**config.mk**
```make
export PLATFORM = sky130hd
export DESIGN_NAME = ea_gen
export DESIGN_NICKNAME = d
export VERILOG_FILES = /design/src/rtl/ea_pkg.sv /design/src/rtl/ea_operand_fetch.sv /design/src/rtl/ea_adder.sv /design/src/rtl/ea_classify.sv /design/src/rtl/ea_gen.sv
export SDC_FILE = /design/constraint.sdc
export NUM_CORES = 1
export LEC_CHECK = 0
export ABC_AREA = 0
export BUFFER_PORTS_ARGS = -buffer_cell sky130_fd_sc_hd__buf_2
export CAP_MARGIN = 20
export CORE_MARGIN = 2
export CORE_UTILIZATION = 50
export DETAILED_ROUTE_END_ITERATION = 7
export PLACE_DENSITY_LB_ADDON = 0.08
export SLEW_MARGIN = 20
export SYNTH_ARGS = -nofsm -noshare
export SYNTH_HDL_FRONTEND = slang
export SYNTH_SLANG_ARGS = --single-unit
```
**constraint.sdc**
```tcl
create_clock -name clk -period 4.9 [get_ports clk]
set_input_delay 0.245 -clock clk [delete_from_list [all_inputs] [get_ports clk]]
set_output_delay 0.245 -clock clk [all_outputs]
set_load 0.03 [all_outputs]
```
**src/rtl/ea_pkg.sv**
```systemverilog
`timescale 1ns/1ps
package ea_pkg;
    localparam int XLEN    = 32;
    localparam int NREGS   = 8;
    localparam int SEL_W   = $clog2(NREGS);
    localparam int SCALE_W = 2;
    localparam int NSCALE  = 1 << SCALE_W;
    localparam int MAXSH   = NSCALE - 1;
    localparam int SCW     = XLEN + MAXSH;
    localparam int SUM_W   = XLEN + MAXSH + 1;
    localparam int REAL_W  = 16;

    localparam logic [SEL_W-1:0] SEL_SP = SEL_W'(4);
    localparam logic [SEL_W-1:0] SEL_BP = SEL_W'(5);

    typedef logic [SEL_W-1:0] reg_sel_t;

    typedef enum logic {SEG_DATA = 1'b0, SEG_STACK = 1'b1} seg_e;

    typedef struct packed {
        logic                real_mode;
        logic                base_valid;
        reg_sel_t            base_sel;
        logic                index_valid;
        reg_sel_t            index_sel;
        logic [SCALE_W-1:0]  scale;
        logic [XLEN-1:0]     disp;
    } ea_req_t;

    typedef struct packed {
        logic [XLEN-1:0] offset;
        seg_e            seg;
        logic            error;
    } ea_res_t;

    function automatic seg_e pick_segment(input logic bv, input reg_sel_t bsel);
        return (bv && (bsel == SEL_SP || bsel == SEL_BP)) ? SEG_STACK : SEG_DATA;
    endfunction

    function automatic logic index_illegal(input logic iv, input reg_sel_t isel);
        return iv && (isel == SEL_SP);
    endfunction
endpackage

```
**src/rtl/ea_operand_fetch.sv**
```systemverilog
`timescale 1ns/1ps
module ea_operand_fetch
    import ea_pkg::*;
(
    input  ea_req_t              req,
    output reg_sel_t             rd_addr_base,
    output reg_sel_t             rd_addr_index,
    input  logic [XLEN-1:0]      rd_data_base,
    input  logic [XLEN-1:0]      rd_data_index,
    output logic [XLEN-1:0]      base_term,
    output logic [SCW-1:0]       index_term
);
    logic [SCW-1:0] shifted [NSCALE];

    assign rd_addr_base  = req.base_sel;
    assign rd_addr_index = req.index_sel;

    assign base_term = req.base_valid ? rd_data_base : '0;

    // one candidate per scale code
    for (genvar k = 0; k < NSCALE; k++) begin : g_scale
        assign shifted[k] = {{MAXSH{1'b0}}, rd_data_index} << k;
    end

    assign index_term = req.index_valid ? shifted[req.scale] : '0;
endmodule

```
**src/rtl/ea_adder.sv**
```systemverilog
`timescale 1ns/1ps
module ea_adder
    import ea_pkg::*;
(
    input  logic [XLEN-1:0]  disp,
    input  logic [XLEN-1:0]  base_term,
    input  logic [SCW-1:0]   index_term,
    output logic [SUM_W-1:0] sum
);
    logic [SUM_W-1:0] d_ext, b_ext, i_ext;

    assign d_ext = SUM_W'(disp);
    assign b_ext = SUM_W'(base_term);
    assign i_ext = SUM_W'(index_term);
    assign sum   = d_ext + b_ext + i_ext;
endmodule

```
**src/rtl/ea_classify.sv**
```systemverilog
`timescale 1ns/1ps
module ea_classify
    import ea_pkg::*;
(
    input  ea_req_t          req,
    input  logic [SUM_W-1:0] sum,
    output ea_res_t          res
);
    logic bad_index, out_of_range;

    assign bad_index    = index_illegal(req.index_valid, req.index_sel);
    assign out_of_range = req.real_mode && (|sum[SUM_W-1:REAL_W]);

    always_comb begin
        res.offset = sum[XLEN-1:0];
        res.seg    = pick_segment(req.base_valid, req.base_sel);
        res.error  = bad_index || out_of_range;
    end
endmodule

```
**src/rtl/ea_gen.sv**
```systemverilog
`timescale 1ns/1ps
module ea_gen
    import ea_pkg::*;
(
    input  logic                clk,
    input  logic                rst,
    input  logic                req_valid,
    input  logic                real_mode,
    input  logic                base_valid,
    input  logic [SEL_W-1:0]    base_sel,
    input  logic                index_valid,
    input  logic [SEL_W-1:0]    index_sel,
    input  logic [SCALE_W-1:0]  scale,
    input  logic [XLEN-1:0]     disp,
    output logic [SEL_W-1:0]    rf_addr_a,
    output logic [SEL_W-1:0]    rf_addr_b,
    input  logic [XLEN-1:0]     rf_data_a,
    input  logic [XLEN-1:0]     rf_data_b,
    output logic                res_valid,
    output logic [XLEN-1:0]     res_offset,
    output logic                res_stack_seg,
    output logic                res_error
);
    ea_req_t          req;
    logic [XLEN-1:0]  base_term;
    logic [SCW-1:0]   index_term;
    logic [SUM_W-1:0] sum;
    ea_res_t          res_d, res_q;
    logic             valid_q;

    always_comb begin
        req.real_mode   = real_mode;
        req.base_valid  = base_valid;
        req.base_sel    = base_sel;
        req.index_valid = index_valid;
        req.index_sel   = index_sel;
        req.scale       = scale;
        req.disp        = disp;
    end

    ea_operand_fetch u_fetch (
        .req           (req),
        .rd_addr_base  (rf_addr_a),
        .rd_addr_index (rf_addr_b),
        .rd_data_base  (rf_data_a),
        .rd_data_index (rf_data_b),
        .base_term     (base_term),
        .index_term    (index_term)
    );

    ea_adder u_add (
        .disp       (disp),
        .base_term  (base_term),
        .index_term (index_term),
        .sum        (sum)
    );

    ea_classify u_cls (
        .req (req),
        .sum (sum),
        .res (res_d)
    );

    always_ff @(posedge clk) begin
        if (rst) begin
            valid_q <= 1'b0;
            res_q   <= '0;
        end else begin
            valid_q <= req_valid;
            if (req_valid) res_q <= res_d;
        end
    end

    assign res_valid     = valid_q;
    assign res_offset    = res_q.offset;
    assign res_stack_seg = (res_q.seg == SEG_STACK);
    assign res_error     = res_q.error;


    latency_chk: assert property (@(posedge clk) disable iff (rst)
        req_valid |=> res_valid);

    idle_hold_chk: assert property (@(posedge clk) disable iff (rst)
        !req_valid |=> (!res_valid && $stable(res_offset) && $stable(res_error)));

    sp_index_chk: assert property (@(posedge clk) disable iff (rst)
        (req_valid && index_valid && index_sel == SEL_SP) |=> res_error);

    no_base_seg_chk: assert property (@(posedge clk) disable iff (rst)
        (req_valid && !base_valid) |=> !res_stack_seg);

    prot_no_err_chk: assert property (@(posedge clk) disable iff (rst)
        (req_valid && !real_mode && !(index_valid && index_sel == SEL_SP)) |=> !res_error);

    disp_only_chk: assert property (@(posedge clk) disable iff (rst)
        (req_valid && !base_valid && !index_valid) |=> (res_offset == $past(disp)));
endmodule

```
==> results.cfg <==
[floorplan]
rows = 39
dieArea_sq_um = 12630
start_util_pct = 51.45
fp.dieW_um = 112.4
ioPinCount = 151
coreArea_sq_um = 11420
die_h_um = 112.4

[global_routing]
grt_pass1_wl_um = 29290
grt_max_degree = 36
gr-total-overflow = 0
grt_pass1_vias = 6394
gr-usage-all-layers_pct = 27.05
antenna_found_initial = 0

[min_path]
hp-class = input pin to flop
hp-start = base_sel[1]
hold_end = res_stack_seg
hold_depth = 3

[power_and_ir_drop]
powerDensity_nw_per_um2 = 275.1
power_mw = 2.261
power_switching_uw = 980.5
ir_drop_mv = 0.3640
clkPwrFrac_pct = 13.2
power_leakage_nw = 4.192
p_seq_share_pct = 15.8
p_int_mw = 1.280
p_comb_share_pct = 71.0
p_sw_share_pct = 43.37

[detailed_routing]
wire_per_inst_um = 14.72
vias = 6690
dr.first_iter.drc_count = 442
vias_per_cell = 5.594
wirelength_um = 17600
drc = 0
ant_nets = 0
dr.pass1.iters = 5

[sta]
fin_ws_ns = -0.07418
max_freq_mhz = 201.0
finClkSkew_ns = 0
fin_crit_ns = 4.974
finalHoldViolations = 0
setup_viol = 1
maxSlewHeadroom_pct = 58.45
min_period_over_period_pct = 101.5
final_max_slew_viol_count = 0
grt_setup_unrepaired = yes
tightest_slew_ns = 0.6226

[final_layout]
fillCellCount = 970
layout.nets = 1229
stdcell_count = 1196
drive_above_1_share_pct = 36.09
diodes = 0
multi_input_area_sq_um = 5201
area_growth_pct = 39.89
regArea_sq_um = 700.7

[setup_path]
crit_chain = buf_12 -> and2_1 -> ha_4 -> buf_4 -> nand4_1 -> a21boi_2 -> a221oi_4 -> o211a_1 -> o31ai_4 -> a41oi_2 -> a2111o_1 -> o211ai_1 -> ha_1 -> a21o_1 -> a221o_1 -> a32oi_2 -> nand3_4 -> or4b_4 -> or4_4 -> nor4_4 -> a31oi_1
rrSetupSlack_ns = 4.15
cp-startpoint = base_valid
reg2reg_to = res_error
path_class = input pin to flop
reg2regPathDepth = 4
crit_path_end_kind = flop
slowest_stage = or4b_4
worstPathMaxFanout = 16
slowest_delay_ns = 0.47
worstPathArrival_ns = 5.12
critical_path_required_ns = 5.05
start_kind = input pin
timing.rr.start = res_error

[synthesis]
netlist_area_sq_um = 5874
yosysUniqueCellTypes = 73
ys_warn_count = 0
synth_nets = 962
synthFlopType = dfxtp_1
yosysSeqAreaShare_pct = 11.93
yosysMostFrequentCell = nand2_1
yosys.area.top_type = ha_1
syn_area_per_cell_sq_um = 7.483
syn_inst = 785
async_flop_share_pct = 0
synth_common_cells = nand2_1 (85), nor2_1 (81), a21oi_1 (71)
ys_ff_latch = 35
synthTopCellsByArea = ha_1 (14%), dfxtp_1 (12%), mux2i_1 (6.1%)
netlist.area_leader.share_pct = 13.84
synth-edff-count = 0

[placement]
numPortBuffers = 148
dp_slack_ns = -0.5453
dp_cells = 1184
globalplace.congestion = 0.9022
hpwl_um = 14810

[outcome]
failed_checks = negative setup slack
status = complete, but fails checks

[clocking]
root_buffer = clkbuf_16
path_clk_slew_ns = 0.05
insertion_delay_ns = 0.27
clockBufferDepth = 2
cts_tree = yes
cts_buffers = 5
htree_levels = 2
cts.sinks = 35

[run]
drv_cap = 0
-- worst max-delay path by stage --
stage           endpoint  slack [ns]
2_1_floorplan  res_error       -0.03
3_3_place_gp   res_error       -0.44
3_5_place_dp   res_error       -0.55
4_1_cts        res_error       -0.16
5_1_grt        res_error       -0.30
6_report       res_error       -0.07
-- what timing repair did --
item | CTS | global route
buffers inserted | 1 | 3
hold buffers | 0 | 0
resized for setup | 15 | 38
setup endpoints to repair | 2 | 3
cloned | 0 | 0
pin swaps | 11 | 24
-- final cells by class --
type / instances / area share, %
multi-input cells: 691 / 63.29
flip-flops and latches: 35 / 8.526
clock buffers: 5 / 1.523
well taps: 143 / 2.177
repair buffers: 302 / 23.46
clock inverters: 3 / 0.2436
inverters: 17 / 0.7765
-- flip-flops by register name, summed over array words and instances (netlist names) --
signal / flops
res_offset: 32
res_stack_seg: 1
res_valid: 1
res_error: 1
-- cells in the final DEF (no fill, tap or decap), types with 13 or more instances in the layout --
cell type	instances
o21ai_0	22
nand2_1	85
a21oi_1	58
inv_1	16
nand3_1	16
o211a_1	14
buf_2	147
and2_1	41
o21ai_1	15
mux2i_1	36
a21oi_2	13
dfxtp_1	35
buf_4	152
xor2_1	23
xnor2_1	22
ha_1	58
nor2_1	81
a21o_1	22
-- power by group through the flow --
stage / clock (mW) / sequential (mW) / combinational, mW
2_1_floorplan: 0 / 0.460 / 0.815
4_1_cts: 0.304 / 0.359 / 1.53
3_5_place_dp: 0 / 0.364 / 1.51
6_report: 0.299 / 0.358 / 1.60
5_1_grt: 0.314 / 0.364 / 1.75
3_3_place_gp: 0 / 0.361 / 1.49
-- critical path, delay by kind of cell --
family,cells,cell delay [ns]
buffers and inverters,2,0.23
and+or+nand+nor,6,1.41
AOI/OAI and AO/OA,11,2.64
adders and majority gates,2,0.60
-- metrics by stage --
step                      setup TNS [ns]  area, sq um  hold WS (ns)  util [%]
after global placement           -0.6798         7774        0.4501     68.08
after floorplan                 -0.03409         5916        0.4133         -
final                           -0.07418         8218        0.2596     71.97
after CTS                        -0.1614         7989        0.2535     69.96
after global routing             -0.3671         8218        0.2732     71.97
after detailed placement          -1.110         7774        0.4612     68.08
-- metal layers --
layer	global-route usage (%)	vias up	wire, um
met3	1.458	14	841
met4	4.634	0	142
met1	40.32	3052	8904
li1	-	3414	-
met5	0	-	0
met2	43.90	210	7715
-- cell families after synthesis --
family	synth area share (%)
AO/OA/AOI/OAI	26.92
adder cells (fa/ha/maj)	14.53
buffers and inverters	4.409
multiplexers	11.12
AND/OR/NAND/NOR	23.94
flip-flops	11.93
XOR/XNOR	7.156
No activity file was read; power rests on OpenSTA's default activity.
